[config.mk]
export PLATFORM = sky130hd
export DESIGN_NAME = lcd_init_seq
export DESIGN_NICKNAME = d
export VERILOG_FILES = /design/src/rtl/lcd_seq_pkg.sv /design/src/rtl/lcd_wait_timer.sv /design/src/rtl/lcd_bus_strobe.sv /design/src/rtl/lcd_init_seq.sv
export SDC_FILE = /design/constraint.sdc
export NUM_CORES = 1
export LEC_CHECK = 0
export ABC_AREA = 1
export BUFFER_PORTS_ARGS = -buffer_cell sky130_fd_sc_hd__buf_2
export CAP_MARGIN = 20
export CORE_MARGIN = 2
export CORE_UTILIZATION = 34
export CTS_CLUSTER_DIAMETER = 50
export DETAILED_ROUTE_END_ITERATION = 8
export PLACE_DENSITY = 0.59
export SYNTH_ARGS = -nofsm -noshare
export SYNTH_HDL_FRONTEND = slang
export SYNTH_HIERARCHICAL = 1
export SYNTH_SLANG_ARGS = --single-unit
[constraint.sdc]
create_clock -name clk -period 3.3 [get_ports clk]
set_input_delay 0.33 -clock clk [delete_from_list [all_inputs] [get_ports clk]]
set_output_delay 0.33 -clock clk [all_outputs]
set_load 0.005 [all_outputs]
[src/rtl/lcd_seq_pkg.sv]
package lcd_seq_pkg;

  typedef enum logic [1:0] {
    SQ_POWER,
    SQ_XFER,
    SQ_GAP,
    SQ_READY
  } seq_state_t;

  typedef enum logic [1:0] {
    PH_IDLE,
    PH_SETUP,
    PH_PULSE
  } strobe_phase_t;

  // Round-up conversion of a duration in ns to clock cycles, floor of one.
  function automatic int unsigned ns_to_cycles(longint unsigned clk_hz,
                                               longint unsigned ns);
    longint unsigned prod;
    longint unsigned cyc;
    prod = clk_hz * ns;
    cyc  = (prod + 64'd999_999_999) / 64'd1_000_000_000;
    if (cyc == 0) cyc = 1;
    return int'(cyc);
  endfunction

  function automatic int unsigned max_of(int unsigned a, int unsigned b);
    return (a > b) ? a : b;
  endfunction

  // Interface configuration: 8-bit bus fixed, line count and font selectable.
  function automatic logic [7:0] code_config(bit two_lines, bit tall_font);
    return 8'h30 | (8'(two_lines) << 3) | (8'(tall_font) << 2);
  endfunction

  function automatic logic [7:0] code_display(bit disp_on, bit cursor_on,
                                              bit blink_on);
    return 8'h08 | (8'(disp_on) << 2) | (8'(cursor_on) << 1) | 8'(blink_on);
  endfunction

  localparam logic [7:0] CODE_CLEAR = 8'h01;

  function automatic logic [7:0] code_entry(bit addr_inc, bit shift_on);
    return 8'h04 | (8'(addr_inc) << 1) | 8'(shift_on);
  endfunction

endpackage

[src/rtl/lcd_wait_timer.sv]
module lcd_wait_timer #(
  parameter int unsigned W         = 16,
  parameter int unsigned RESET_VAL = 0
) (
  input  logic         clk,
  input  logic         rst_n,
  input  logic         load,
  input  logic [W-1:0] load_val,
  output logic         idle
);

  logic [W-1:0] cnt;

  always_ff @(posedge clk or negedge rst_n) begin
    if (!rst_n) begin
      cnt <= W'(RESET_VAL);
    end else if (load) begin
      cnt <= load_val;
    end else if (cnt != '0) begin
      cnt <= cnt - W'(1);
    end
  end

  assign idle = (cnt == '0) && !load;

endmodule

[src/rtl/lcd_bus_strobe.sv]
module lcd_bus_strobe
  import lcd_seq_pkg::*;
#(
  parameter int unsigned SETUP_CYC = 1,
  parameter int unsigned EHI_CYC   = 1
) (
  input  logic       clk,
  input  logic       rst_n,
  input  logic       start,
  input  logic       start_rs,
  input  logic [7:0] start_byte,
  output logic       lcd_rs,
  output logic       lcd_e,
  output logic [7:0] lcd_db,
  output logic       done
);

  localparam int unsigned SETUP_EFF = max_of(SETUP_CYC, 1);
  localparam int unsigned EHI_EFF   = max_of(EHI_CYC, 1);
  localparam int unsigned CW        = $clog2(max_of(SETUP_EFF, EHI_EFF) + 1);

  strobe_phase_t ph;
  logic [CW-1:0] cnt;

  always_ff @(posedge clk or negedge rst_n) begin
    if (!rst_n) begin
      ph     <= PH_IDLE;
      cnt    <= '0;
      lcd_e  <= 1'b0;
      lcd_rs <= 1'b0;
      lcd_db <= '0;
      done   <= 1'b0;
    end else begin
      done <= 1'b0;
      case (ph)
        PH_IDLE: begin
          if (start) begin
            lcd_rs <= start_rs;
            lcd_db <= start_byte;
            cnt    <= CW'(SETUP_EFF - 1);
            ph     <= PH_SETUP;
          end
        end
        PH_SETUP: begin
          if (cnt == '0) begin
            lcd_e <= 1'b1;
            cnt   <= CW'(EHI_EFF - 1);
            ph    <= PH_PULSE;
          end else begin
            cnt <= cnt - CW'(1);
          end
        end
        PH_PULSE: begin
          if (cnt == '0) begin
            lcd_e <= 1'b0;
            done  <= 1'b1;
            ph    <= PH_IDLE;
          end else begin
            cnt <= cnt - CW'(1);
          end
        end
        default: ph <= PH_IDLE;
      endcase
    end
  end

endmodule

[src/rtl/lcd_init_seq.sv]
module lcd_init_seq
  import lcd_seq_pkg::*;
#(
  parameter int unsigned CLK_HZ    = 200_000_000,
  parameter int unsigned PWR_NS    = 20_000_000,
  parameter int unsigned CMD_NS    = 37_000,
  parameter int unsigned CLR_NS    = 1_520_000,
  parameter int unsigned DATA_NS   = 37_000,
  parameter int unsigned SETUP_NS  = 40,
  parameter int unsigned EHI_NS    = 1_000,
  parameter bit          TWO_LINES = 1'b1,
  parameter bit          TALL_FONT = 1'b0,
  parameter bit          CURSOR_ON = 1'b0,
  parameter bit          BLINK_ON  = 1'b0,
  parameter bit          ADDR_INC  = 1'b1,
  parameter bit          SHIFT_ON  = 1'b0
) (
  input  logic       clk,
  input  logic       rst_n,
  input  logic       wr_valid,
  input  logic [7:0] wr_char,
  output logic       ready,
  output logic       lcd_rs,
  output logic       lcd_rw,
  output logic       lcd_e,
  output logic [7:0] lcd_db
);

  localparam int unsigned PWR_CYC   = ns_to_cycles(CLK_HZ, PWR_NS);
  localparam int unsigned CMD_CYC   = ns_to_cycles(CLK_HZ, CMD_NS);
  localparam int unsigned CLR_CYC   = ns_to_cycles(CLK_HZ, CLR_NS);
  localparam int unsigned DATA_CYC  = ns_to_cycles(CLK_HZ, DATA_NS);
  localparam int unsigned SETUP_CYC = ns_to_cycles(CLK_HZ, SETUP_NS);
  localparam int unsigned EHI_CYC   = ns_to_cycles(CLK_HZ, EHI_NS);
  localparam int unsigned MAX_WAIT  =
    max_of(max_of(PWR_CYC, CLR_CYC), max_of(CMD_CYC, DATA_CYC));
  localparam int unsigned TW        = $clog2(MAX_WAIT + 1);

  localparam logic [7:0] OP_CONFIG  = code_config(TWO_LINES, TALL_FONT);
  localparam logic [7:0] OP_DISPLAY = code_display(1'b1, CURSOR_ON, BLINK_ON);
  localparam logic [7:0] OP_ENTRY   = code_entry(ADDR_INC, SHIFT_ON);

  localparam logic [2:0] STEP_DATA = 3'd4;

  seq_state_t     st;
  logic [2:0]     step;
  logic           init_done;
  logic           tmr_idle;
  logic           tmr_load;
  logic [TW-1:0]  tmr_val;
  logic           xfer_start;
  logic           xfer_rs;
  logic [7:0]     xfer_byte;
  logic           xfer_done;

  function automatic logic [7:0] op_for_step(logic [2:0] s);
    case (s)
      3'd0:    return OP_CONFIG;
      3'd1:    return OP_DISPLAY;
      3'd2:    return CODE_CLEAR;
      default: return OP_ENTRY;
    endcase
  endfunction

  // Wait that must follow the transfer issued at step s.
  function automatic logic [TW-1:0] gap_after(logic [2:0] s);
    case (s)
      3'd2:      return TW'(CLR_CYC);
      STEP_DATA: return TW'(DATA_CYC);
      default:   return TW'(CMD_CYC);
    endcase
  endfunction

  assign init_done = (step == STEP_DATA);
  assign ready     = (st == SQ_READY);
  assign lcd_rw    = 1'b0;

  always_comb begin
    xfer_start = 1'b0;
    xfer_rs    = init_done;
    xfer_byte  = init_done ? wr_char : op_for_step(step);
    case (st)
      SQ_POWER, SQ_GAP: xfer_start = tmr_idle && !init_done;
      SQ_READY:         xfer_start = wr_valid;
      default:          xfer_start = 1'b0;
    endcase
    tmr_load = (st == SQ_XFER) && xfer_done;
    tmr_val  = gap_after(step);
  end

  always_ff @(posedge clk or negedge rst_n) begin
    if (!rst_n) begin
      st   <= SQ_POWER;
      step <= '0;
    end else begin
      case (st)
        SQ_POWER: if (xfer_start) st <= SQ_XFER;
        SQ_XFER: begin
          if (xfer_done) begin
            st <= SQ_GAP;
            if (!init_done) step <= step + 3'd1;
          end
        end
        SQ_GAP: if (tmr_idle) st <= init_done ? SQ_READY : SQ_XFER;
        SQ_READY: if (wr_valid) st <= SQ_XFER;
        default: st <= SQ_POWER;
      endcase
    end
  end

  lcd_wait_timer #(
    .W         (TW),
    .RESET_VAL (PWR_CYC)
  ) u_timer (
    .clk      (clk),
    .rst_n    (rst_n),
    .load     (tmr_load),
    .load_val (tmr_val),
    .idle     (tmr_idle)
  );

  lcd_bus_strobe #(
    .SETUP_CYC (SETUP_CYC),
    .EHI_CYC   (EHI_CYC)
  ) u_strobe (
    .clk        (clk),
    .rst_n      (rst_n),
    .start      (xfer_start),
    .start_rs   (xfer_rs),
    .start_byte (xfer_byte),
    .lcd_rs     (lcd_rs),
    .lcd_e      (lcd_e),
    .lcd_db     (lcd_db),
    .done       (xfer_done)
  );

endmodule

==> qor.yml <==
synthesis.area_sq_mm: 0.003296
power.density_mw_per_mm2: 287.3
critPathCapture: "u_strobe/cnt[3]"
ctsResizeCount: 0
ios: 23
cts.path.max_buffers: 2
start_kind: "register"
setup_viol: 0
p_comb_share_pct: 2.3
dieArea_sq_mm: 0.01050
seqCellArea_sq_mm: 0.001210
p_sw_share_pct: 20.89
final_common_cell: "nand2_1"
die_h_um: 102.5
fin_skew_ps: 5.730
start_util_pct: 35.33
pwr-share-seq_pct: 55.1
port_buffers: 21
die_w_um: 102.5
drv_slew: 0
crit_cells: 17
drtIter0Drc: 125
critPathMaxStageDelay_ps: 380
status: "complete, no violations"
period_minus_slack_ps: 2692
reg2reg_depth: 17
fin_tns_setup_ps: 0
yosys_most_used_dff: "dfrtp_1"
fillers: 968
crit_path_start: "u_timer/cnt[0]"
arrival_ps: 2900
fin_util_pct: 39.83
criticalPathCategory: "reg -> reg"
end_kind: "register"
multi_input_area_sq_mm: 0.001821
ir_drop_mv: 0.1791
whs_path_depth: 4
first_pass_iters: 4
numCtsBuffers: 5
hpwl_um: 5332
grt_setup_unrepaired: "false"
cts_hold_buffers: 0
num_antenna_cells: 0
final_cells: 615
gp_congestion: 0.8737
slew_headroom_pct: 57.52
path_cells: "inv_1, ha_1, inv_1, nor4_1, nand3_1, nor2_1, nand3_2, nand2_1, nand2_2, inv_1, nor2_1, nor2_4, inv_1, a21oi_2, nand2_1, nand2_1, inv_1"
tightest_slew_ps: 636.5
power_leakage_nw: 2.082
root_buffer: "clkbuf_8"
clock-sinks: 48
synth_cells: 452
drc: 0
vias: 2817
async_flop_share_pct: 100.0
cp_max_fo: 7
ant_nets: 0
synth_warnings: 6
crit_required_ps: 3510
cts_setup_buffers: 0
wl_um: 7174
path_delay_family: "simple AND/OR/NAND/NOR gates"
clkLatencyLatePin_ps: 300
dp_cells: 605
grt_pass1_wl_um: 12760
final_cell_mix: "nand2_1 (97), nor2_1 (77), inv_1 (62)"
max_freq_mhz: 371.5
synth_seq_cells: 48
drv_cap: 0
cts_tree: "built"
path_buf_inv: 5
clockPowerShare_pct: 42.6
drive_above_1_share_pct: 17.28
grt_pass1_vias: 2755
avgSynthCellArea_sq_um: 7.291
cp_common_cell: "inv_1"
min_path_type: "in -> reg"
antenna_found_initial: 0
grt-ovfl-total: 0
nNetsFinal: 512
regToRegSetupSlack_ps: 610
rows: 35
power_switching_mw: 0.2229
grt_start_max_net_pins: 47
ctsHtreeMaxLevel: 2
synth_edf_count: 0
synth_cell_types: 37
finalHoldViolations: 0
internal_power_mw: 0.8444
area_growth_syn_to_layout_pct: 12.72
path_clk_slew_ps: 90
routed_via_density: 4.580
track_usage_pct: 15.22
ys_seq_area_share_pct: 36.71
wl_per_cell_um: 11.67
min_from: "wr_char[0]"
core_sq_mm: 0.009328
cpMaxStageDelayCell: "dfrtp_1"
r2r_end: "u_strobe/cnt[3]"
reg2reg_from: "u_timer/cnt[0]"
fin_crit_sh_pct: 81.57
[power by group through the flow]
| stage | Sequential (mW) | Combinational [mW] | Clock, mW |
|---|---|---|---|
| 2_1_floorplan | 0.600 | 0.00285 | 0 |
| 3_3_place_gp | 0.599 | 0.0216 | 0 |
| 3_5_place_dp | 0.599 | 0.0218 | 0 |
| 4_1_cts | 0.588 | 0.0218 | 0.476 |
| 5_1_grt | 0.588 | 0.0293 | 0.498 |
| 6_report | 0.588 | 0.0243 | 0.455 |
[routing by layer]
metal | global-route usage (%) | part of all wire [%] | up-vias
li1 | - | - | 1476
met1 | 21.57 | 50 | 1279
met2 | 23.98 | 45 | 58
met3 | 3.146 | 4.7 | 4
met4 | 3.385 | 0.61 | 0
met5 | 0 | 0 | -
[registers in the layout, indices dropped and copies added, names as in the netlist]
signal and cells:
u_timer/cnt 22, u_strobe/cnt 8, u_strobe/lcd_db 8, step 3, st 2, u_strobe/ph 2, u_strobe/done 1, u_strobe/lcd_e 1
u_strobe/lcd_rs 1
[synthesized netlist by cell type, types with 2 or more instances]
| master | number | area share [%] |
|---|---|---|
| nor2_4 | 4 | 1.4 |
| inv_1 | 62 | 7.1 |
| dfrtp_1 | 41 | 31 |
| inv_2 | 5 | 0.57 |
| nor2_2 | 6 | 1.1 |
| nand3_1 | 36 | 5.5 |
| o21ai_1 | 4 | 0.61 |
| nor2_1 | 77 | 8.8 |
| ha_1 | 16 | 6.1 |
| a21oi_1 | 15 | 2.3 |
| nand2_1 | 97 | 11 |
| buf_2 | 5 | 0.76 |
| nand4_1 | 4 | 0.76 |
| conb_1 | 2 | 0.23 |
| o22ai_1 | 12 | 2.3 |
| nand2_4 | 3 | 1.0 |
| o21bai_1 | 2 | 0.46 |
| or2_2 | 2 | 0.38 |
| xor2_1 | 7 | 1.9 |
| nand2_2 | 9 | 1.7 |
| dfstp_2 | 7 | 5.6 |
| o21ai_0 | 10 | 1.5 |
| o211ai_1 | 2 | 0.46 |
| a21oi_2 | 3 | 0.80 |
| mux2_2 | 9 | 3.1 |
[area by class of cell]
cell class	instances	share of cell area, %
multi-input combinational	338	49.01
sequential	48	32.57
inverter	67	6.770
tap	129	4.345
timing repair buffer	25	4.042
clock buffer	6	2.223
clock inverter	2	1.044
[metrics by stage]
step / setup WS (ps) / hold slack (ps) / instance area [sq um] / power, mW
after floorplan: 746.8 / 34.41 / 3333 / 0.6024
after global placement: 734.4 / 477.8 / 3563 / 0.6211
after detailed placement: 614.5 / 493.2 / 3563 / 0.6212
after CTS: 598.2 / 261.8 / 3685 / 1.086
after global routing: 288.4 / 369.3 / 3715 / 1.116
final: 608.1 / 345.4 / 3715 / 1.067
[kinds of logic (layout without fill, tap and decap cells)]
family | Yosys count | count (layout) | share of synthesized area (%)
AND/OR/NAND/NOR | 243 | 243 | 33.67
buffers and inverters | 76 | 100 | 9.187
AO/OA/AOI/OAI | 50 | 50 | 8.922
flip-flops | 48 | 48 | 36.71
adder cells (fa/ha/maj) | 16 | 16 | 6.074
multiplexers | 9 | 9 | 3.075
XOR/XNOR | 8 | 8 | 2.126
other | 2 | 12 | 0.2279
[worst min-delay path, cell delays in order]
cell	delay, ps
buf_2	70
nand2_1	40
nand2_1	50
mux2_2	130
[worst min path at each step]
stage	slack, ps	end
2_1_floorplan	30	st[0]
3_3_place_gp	480	u_strobe/lcd_e
3_5_place_dp	490	u_strobe/lcd_db[0]
4_1_cts	260	u_strobe/cnt[6]
5_1_grt	370	u_strobe/lcd_db[1]
6_report	350	u_strobe/lcd_db[0]
Power figures use the tool's default switching activity.
